[config.mk]
export PLATFORM = sky130hd
export DESIGN_NAME = bfp_vector_normalizer
export DESIGN_NICKNAME = d
export VERILOG_FILES = /design/src/rtl/bfp_pkg.sv /design/src/rtl/bfp_mag_accum.sv /design/src/rtl/bfp_shift_pick.sv /design/src/rtl/bfp_pingpong.sv /design/src/rtl/bfp_vector_normalizer.sv
export SDC_FILE = /design/constraint.sdc
export NUM_CORES = 1
export LEC_CHECK = 0
export ABC_AREA = 1
export ABC_CLOCK_PERIOD_IN_PS = 2500
export BUFFER_PORTS_ARGS = -buffer_cell sky130_fd_sc_hd__buf_2
export CORE_ASPECT_RATIO = 1.1
export CORE_UTILIZATION = 50
export DETAILED_ROUTE_END_ITERATION = 12
export PLACE_DENSITY = 0.67
export SYNTH_ARGS = -nofsm -noshare
export SYNTH_HDL_FRONTEND = slang
export SYNTH_SLANG_ARGS = --single-unit
[constraint.sdc]
create_clock -name clk -period 2.5 [get_ports clk]
set_clock_uncertainty 0.1 [all_clocks]
set_input_delay 0.5 -clock clk [delete_from_list [all_inputs] [get_ports clk]]
set_output_delay 0.5 -clock clk [all_outputs]
set_load 0.01 [all_outputs]
[src/rtl/bfp_pkg.sv]
`timescale 1ns/1ps
package bfp_pkg;
    // Depth of the shift-selection tree fixes the shift range.
    localparam int SHIFT_W   = 3;
    localparam int MAX_SHIFT = (1 << SHIFT_W) - 1;

    typedef enum logic [0:0] {
        ST_IDLE = 1'b0,
        ST_PLAY = 1'b1
    } bfp_state_e;
endpackage

[src/rtl/bfp_mag_accum.sv]
`timescale 1ns/1ps
module bfp_mag_accum #(
    parameter int DATA_W = 14,
    parameter int ACC_LO = 5
) (
    input  logic                           clk,
    input  logic                           rst_n,
    input  logic                           sample_en,
    input  logic                           close,
    input  logic signed [DATA_W-1:0]       re,
    input  logic signed [DATA_W-1:0]       im,
    output logic [DATA_W-ACC_LO-1:0]       acc_next
);
    localparam int ACC_W = DATA_W - ACC_LO;

    logic [ACC_W-1:0] acc_q;

    // Absolute value; the most negative code is clamped to the largest positive one.
    function automatic logic [DATA_W-1:0] mag_sat(input logic signed [DATA_W-1:0] x);
        logic [DATA_W-1:0] most_neg;
        most_neg = {1'b1, {(DATA_W-1){1'b0}}};
        if (x == most_neg)
            return {1'b0, {(DATA_W-1){1'b1}}};
        else if (x[DATA_W-1])
            return DATA_W'(-x);
        else
            return x;
    endfunction

    // Bit i of the result is set when any magnitude bit at or above i+ACC_LO is set,
    // which fills ones below the leading one.
    function automatic logic [ACC_W-1:0] fill_down(input logic [DATA_W-1:0] m);
        logic [ACC_W-1:0] r;
        for (int i = 0; i < ACC_W; i++)
            r[i] = ((m >> (i + ACC_LO)) != '0);
        return r;
    endfunction

    always_comb begin
        acc_next = acc_q;
        if (sample_en)
            acc_next = acc_q | fill_down(mag_sat(re)) | fill_down(mag_sat(im));
    end

    always_ff @(posedge clk or negedge rst_n) begin
        if (!rst_n)
            acc_q <= '0;
        else if (close)
            acc_q <= '0;
        else if (sample_en)
            acc_q <= acc_next;
    end
endmodule

[src/rtl/bfp_shift_pick.sv]
`timescale 1ns/1ps
module bfp_shift_pick
    import bfp_pkg::*;
#(
    parameter int DATA_W  = 14,
    parameter int LOW_EXP = 11,
    parameter int ACC_LO  = 5
) (
    input  logic [DATA_W-ACC_LO-1:0] filled,
    output logic [SHIFT_W-1:0]       shift
);
    localparam int ACC_W  = DATA_W - ACC_LO;
    // Tree nodes, as positions inside the filled vector.
    localparam int N_ROOT = LOW_EXP - 3 - ACC_LO;
    localparam int N_HI   = LOW_EXP - 1 - ACC_LO;
    localparam int N_LO   = LOW_EXP - 5 - ACC_LO;
    localparam int L_TOP  = LOW_EXP - ACC_LO;
    localparam int L_2    = LOW_EXP - 2 - ACC_LO;
    localparam int L_4    = LOW_EXP - 4 - ACC_LO;
    localparam int L_6    = LOW_EXP - 6 - ACC_LO;

    logic at_bound;
    assign at_bound = |filled[ACC_W-1:L_TOP];

    always_comb begin
        if (filled[N_ROOT]) begin
            if (filled[N_HI])
                shift = at_bound       ? SHIFT_W'(0) : SHIFT_W'(1);
            else
                shift = filled[L_2]    ? SHIFT_W'(2) : SHIFT_W'(3);
        end else begin
            if (filled[N_LO])
                shift = filled[L_4]    ? SHIFT_W'(4) : SHIFT_W'(5);
            else
                shift = filled[L_6]    ? SHIFT_W'(6) : SHIFT_W'(7);
        end
    end
endmodule

[src/rtl/bfp_pingpong.sv]
`timescale 1ns/1ps
module bfp_pingpong #(
    parameter int DATA_W  = 14,
    parameter int VEC_LEN = 8,
    parameter int IDX_W   = 3
) (
    input  logic                     clk,
    input  logic                     wr_en,
    input  logic                     wr_bank,
    input  logic [IDX_W-1:0]         wr_idx,
    input  logic signed [DATA_W-1:0] wr_re,
    input  logic signed [DATA_W-1:0] wr_im,
    input  logic                     rd_bank,
    input  logic [IDX_W-1:0]         rd_idx,
    output logic signed [DATA_W-1:0] rd_re,
    output logic signed [DATA_W-1:0] rd_im
);
    logic signed [DATA_W-1:0] bank_re [2];
    logic signed [DATA_W-1:0] bank_im [2];

    for (genvar b = 0; b < 2; b++) begin : g_bank
        logic signed [DATA_W-1:0] re_q [VEC_LEN];
        logic signed [DATA_W-1:0] im_q [VEC_LEN];

        always_ff @(posedge clk) begin
            if (wr_en && (wr_bank == 1'(b))) begin
                re_q[wr_idx] <= wr_re;
                im_q[wr_idx] <= wr_im;
            end
        end

        assign bank_re[b] = re_q[rd_idx];
        assign bank_im[b] = im_q[rd_idx];
    end

    assign rd_re = bank_re[rd_bank];
    assign rd_im = bank_im[rd_bank];
endmodule

[src/rtl/bfp_vector_normalizer.sv]
`timescale 1ns/1ps
module bfp_vector_normalizer
    import bfp_pkg::*;
#(
    parameter int DATA_W  = 14,
    parameter int VEC_LEN = 8,
    parameter int LOW_EXP = 11
) (
    input  logic                     clk,
    input  logic                     rst_n,
    input  logic                     in_valid,
    input  logic                     in_last,
    input  logic signed [DATA_W-1:0] in_re,
    input  logic signed [DATA_W-1:0] in_im,
    output logic                     out_valid,
    output logic                     out_last,
    output logic signed [DATA_W-1:0] out_re,
    output logic signed [DATA_W-1:0] out_im,
    output logic [SHIFT_W-1:0]       out_shift
);
    localparam int IDX_W  = (VEC_LEN > 1) ? $clog2(VEC_LEN) : 1;
    localparam int ACC_LO = LOW_EXP - MAX_SHIFT + 1;
    localparam int ACC_W  = DATA_W - ACC_LO;
    localparam logic [IDX_W-1:0] LAST_IDX = IDX_W'(VEC_LEN - 1);

    bfp_state_e state_q, state_d;

    logic               close;
    logic               play_end;
    logic [IDX_W-1:0]   wr_idx_q;
    logic               wr_bank_q;
    logic [IDX_W-1:0]   rd_idx_q;
    logic               rd_bank_q;
    logic [SHIFT_W-1:0] shift_q;
    logic [SHIFT_W-1:0] pick_shift;
    logic [ACC_W-1:0]   acc_next;
    logic signed [DATA_W-1:0] rd_re, rd_im;

    assign close    = in_valid & in_last;
    assign play_end = (state_q == ST_PLAY) && (rd_idx_q == LAST_IDX);

    bfp_mag_accum #(.DATA_W(DATA_W), .ACC_LO(ACC_LO)) u_accum (
        .clk       (clk),
        .rst_n     (rst_n),
        .sample_en (in_valid),
        .close     (close),
        .re        (in_re),
        .im        (in_im),
        .acc_next  (acc_next)
    );

    bfp_shift_pick #(.DATA_W(DATA_W), .LOW_EXP(LOW_EXP), .ACC_LO(ACC_LO)) u_pick (
        .filled (acc_next),
        .shift  (pick_shift)
    );

    bfp_pingpong #(.DATA_W(DATA_W), .VEC_LEN(VEC_LEN), .IDX_W(IDX_W)) u_buf (
        .clk     (clk),
        .wr_en   (in_valid),
        .wr_bank (wr_bank_q),
        .wr_idx  (wr_idx_q),
        .wr_re   (in_re),
        .wr_im   (in_im),
        .rd_bank (rd_bank_q),
        .rd_idx  (rd_idx_q),
        .rd_re   (rd_re),
        .rd_im   (rd_im)
    );

    // State register
    always_ff @(posedge clk or negedge rst_n) begin
        if (!rst_n)
            state_q <= ST_IDLE;
        else
            state_q <= state_d;
    end

    // Transitions: vector closed (IDLE->PLAY, PLAY->PLAY restart), drained (PLAY->IDLE)
    always_comb begin
        state_d = state_q;
        unique case (state_q)
            ST_IDLE: if (close) state_d = ST_PLAY;
            ST_PLAY: begin
                if (close)
                    state_d = ST_PLAY;
                else if (play_end)
                    state_d = ST_IDLE;
            end
            default: state_d = ST_IDLE;
        endcase
    end

    // Write and playback pointers, applied shift
    always_ff @(posedge clk or negedge rst_n) begin
        if (!rst_n) begin
            wr_idx_q  <= '0;
            wr_bank_q <= 1'b0;
            rd_idx_q  <= '0;
            rd_bank_q <= 1'b0;
            shift_q   <= '0;
        end else begin
            if (in_valid) begin
                if (in_last) begin
                    wr_idx_q  <= '0;
                    wr_bank_q <= ~wr_bank_q;
                end else begin
                    wr_idx_q  <= (wr_idx_q == LAST_IDX) ? '0 : wr_idx_q + 1'b1;
                end
            end
            if (close) begin
                rd_bank_q <= wr_bank_q;
                rd_idx_q  <= '0;
                shift_q   <= pick_shift;
            end else if (state_q == ST_PLAY) begin
                rd_idx_q  <= play_end ? '0 : rd_idx_q + 1'b1;
            end
        end
    end

    // Outputs
    always_comb begin
        out_valid = 1'b0;
        out_last  = 1'b0;
        unique case (state_q)
            ST_IDLE: ;
            ST_PLAY: begin
                out_valid = 1'b1;
                out_last  = play_end;
            end
            default: ;
        endcase
        out_re    = rd_re <<< shift_q;
        out_im    = rd_im <<< shift_q;
        out_shift = shift_q;
    end
endmodule

==> impl_metrics.toml <==
[drt]
drt-met1-wl_um = 23900
highest_layer = "met4"
wl_met3_um = 5700
ant_nets = 0
num_vias = 15302
wl_met2_um = 29600
drtIter0Drc = 2050
viasPerCell = 6.19
drtPass1Iterations = 9
drc = 3
totalWireLength_um = 62800
detail_route.wl_per_cell_um = 25.4

[sta]
hold_slack_ns = 0.0595
min_period_over_period_pct = 148
clock.fmax_mhz = 271
slew_headroom_pct = 54.4
slew_violations = 0
worstMarginPinSlew_ns = 0.683
period_needed_ns = 3.69
setup_slack_ns = -1.19
rsz0062_at_grt = "true"
report.final.setup_viol = 29
final_hold_viol_count = 0

[power]
seq_power_share_pct = 31.2
p_int_mw = 18.5
peakVddDrop_uv = 705
p_comb_share_pct = 44.9
finalPower_mw = 29.4
switching_share_pct = 37.2
powerDensity_nw_per_um2 = 1160
power.switching_mw = 11.0
clockPowerShare_pct = 23.9
leakage_nw = 9.03

[clock_tree]
clk_pin_slew_worst_paths_ns = 0.07
clock_path_buffers = 3
clockRootBuffer = "clkbuf_16"
cts_made_buffers = 47
clock_sinks = 469
clk_latency_ns = 0.60
tritoncts = "yes"
htree_num_levels = 2

[die]
placementRows = 76
dieArea_um2 = 41100
ioPinCount = 65
fp.dieW_um = 193
coreArea_um2 = 39500
die_y_um = 213
initial_utilization_pct = 51.1

[critical_path]
rr_startpoint = "wr_bank_q"
end_kind = "output port"
worstRegToRegCells = 5
worstSetupStartpoint = "rd_idx_q[0]"
cp-start-kind = "flip-flop"
critPathArrivalTime_ns = 3.09
reg2reg_to = "u_buf.g_bank[0].re_q[0][11]"
crit_fanout = 7
crit_type = "flip-flop to output port"
cp.required_ns = 1.90
rrSetupSlack_ns = 0.54

[global_route]
grt_max_degree = 60
first_global_vias = 14270
grt_pass1_wl_um = 88200
grt_overflow_total = 0
grtUsageTotal_pct = 29.5
antenna_found_initial = 2

[layout]
layout_commonest_cell = "edfxtp_1"
final_nets = 1962
area_delta_synth_final_pct = 25.5
most-common-layout-cells = "448 x edfxtp_1, 292 x nor2_1, 168 x o21ai_0"
drive_above_1_share_pct = 25.9

[synth]
ys_ff_latch = 469
synth_xor_area_share_pct = 0.0869
syn_nets = 1757
yosysUniqueCellTypes = 37
ys_seq_area_share_pct = 69.3
ys_warn_count = 0
yosysTopAreaCell = "edfxtp_1"
synthesis.area_um2 = 20200
syn_avg_cell_area_um2 = 11.7
synthMuxAreaShare_pct = 0
synth_compound_area_share_pct = 13.0
syn_inst = 1721
synthAdderAreaFrac_pct = 0.248
synth_top_area_share_pct = 66.7
synthTopCellsByArea = "edfxtp_1 67%, nor2_1 6.1%, o21ai_0 5.3%"
synth_top_family_by_area = "compound AO/OA/AOI/OAI gates"
synth_simple_gate_area_share_pct = 12.6

[worst_hold_path]
hp-start = "in_im[3]"
hold_path_end = "u_buf.g_bank[1].im_q[1][3]"
whs_path_depth = 1
min_path_type = "input port to flip-flop"

[outcome]
status = "finished, violations left"
violations = "design-rule violations, negative setup slack"

[job]
maxCapViolCount = 0

[place]
dp_hpwl_um = 35600
portBuffers = 64
gp_congestion = 0.951
## per-layer routing
layer | track usage (%) | vias up
met5 | 0 | -
met4 | 16.3 | 0
met3 | 4.25 | 219
met2 | 48.3 | 919
met1 | 38.2 | 7486
li1 | - | 6678
## registers in the layout, indices dropped and copies added (netlist names)
name	cells
out_shift	3
rd_bank_q	1
rd_idx_q	3
state_q	1
u_accum.acc_q	9
u_buf.g_bank.im_q	224
u_buf.g_bank.re_q	224
wr_bank_q	1
wr_idx_q	3
## how the worst max path moves through the flow
stage               slack, ns                         end  depth (start not counted)
finish                  -1.19                  out_re[12]                         13
global route            -1.30                  out_re[12]                         13
CTS                     -1.02                  out_re[10]                         15
detailed placement      -0.53                  out_im[10]                         14
global placement        -0.50                  out_im[10]                         14
floorplan               -0.44  u_buf.g_bank[1].im_q[7][0]                          4
## timing repair
action                     in CTS  in global routing
hold buffers                    1                  0
hold endpoints to repair       21                  0
pin swaps                      14                 68
setup buffers                   5                 20
setup endpoints to repair      29                 29
resized for setup              79                194
gates cloned                    4                 13
## synth_stat cells, drive strengths merged
| cell type | count |
|---|---|
| a21boi | 1 |
| a21oi | 30 |
| a31oi | 1 |
| and2 | 1 |
| buf | 83 |
| clkbuf | 28 |
| clkinv | 1 |
| dfrtp | 21 |
| edfxtp | 448 |
| ha | 4 |
| inv | 64 |
| nand2 | 181 |
| nand3 | 102 |
| nand3b | 3 |
| nand4 | 3 |
| nor2 | 332 |
| nor3 | 1 |
| o211ai | 73 |
| o21a | 2 |
| o21ai | 281 |
| o221ai | 41 |
| o22ai | 15 |
| or2 | 3 |
| xor2 | 2 |
## cell families after synthesis
| kind of cell | after synthesis |
|---|---|
| adder cells (fa/ha/maj) | 4 |
| AO/OA/AOI/OAI | 444 |
| flip-flops | 469 |
| buffers and inverters | 176 |
| XOR/XNOR | 2 |
| AND/OR/NAND/NOR | 626 |
## through the flow
step	instance area, um2	util (%)	std cells	TNS, ns	setup slack [ns]
floorplan	20200	-	1721	-197.31	-0.441
finish	25300	64.1	2472	-28.14	-1.19
detailed placement	22200	56.3	2344	-10.72	-0.530
global placement	22200	56.3	2344	-10.40	-0.503
CTS	24200	61.3	2441	-26.68	-1.02
global route	25300	64.1	2472	-30.44	-1.30
## cell type report
| class | count | area, um2 |
|---|---|---|
| Timing Repair inverter | 2 | 46.3 |
| Sequential cell | 469 | 14000 |
| Inverter | 65 | 283 |
| Multi-Input combinational cell | 1076 | 5910 |
| Antenna cell | 1 | 2.50 |
| Clock inverter | 34 | 314 |
| Fill cell | 2852 | 14200 |
| Clock buffer | 53 | 1210 |
| Timing Repair Buffer | 265 | 2930 |
| Tap cell | 507 | 634 |
## critical path, cell delays in order, from the launching register on
cell and delay [ns]:
dfrtp_4 0.47, buf_12 0.20, clkinv_16 0.09, buf_16 0.16, buf_12 0.14, buf_12 0.14
nor2_2 0.10, o22ai_2 0.10, o211ai_1 0.22, nand2_2 0.13, o211ai_1 0.29, nand3_1 0.15
o21a_4 0.16, buf_6 0.12
## power by group through the flow
stage | logic, mW | clock network (mW) | registers (mW)
floorplan | 5.76 | 0 | 9.26
global placement | 9.58 | 0 | 9.32
detailed placement | 9.71 | 0 | 9.32
CTS | 10.7 | 7.06 | 9.18
global route | 13.9 | 7.37 | 9.20
finish | 13.2 | 7.02 | 9.18
Power figures use the tool's default switching activity.
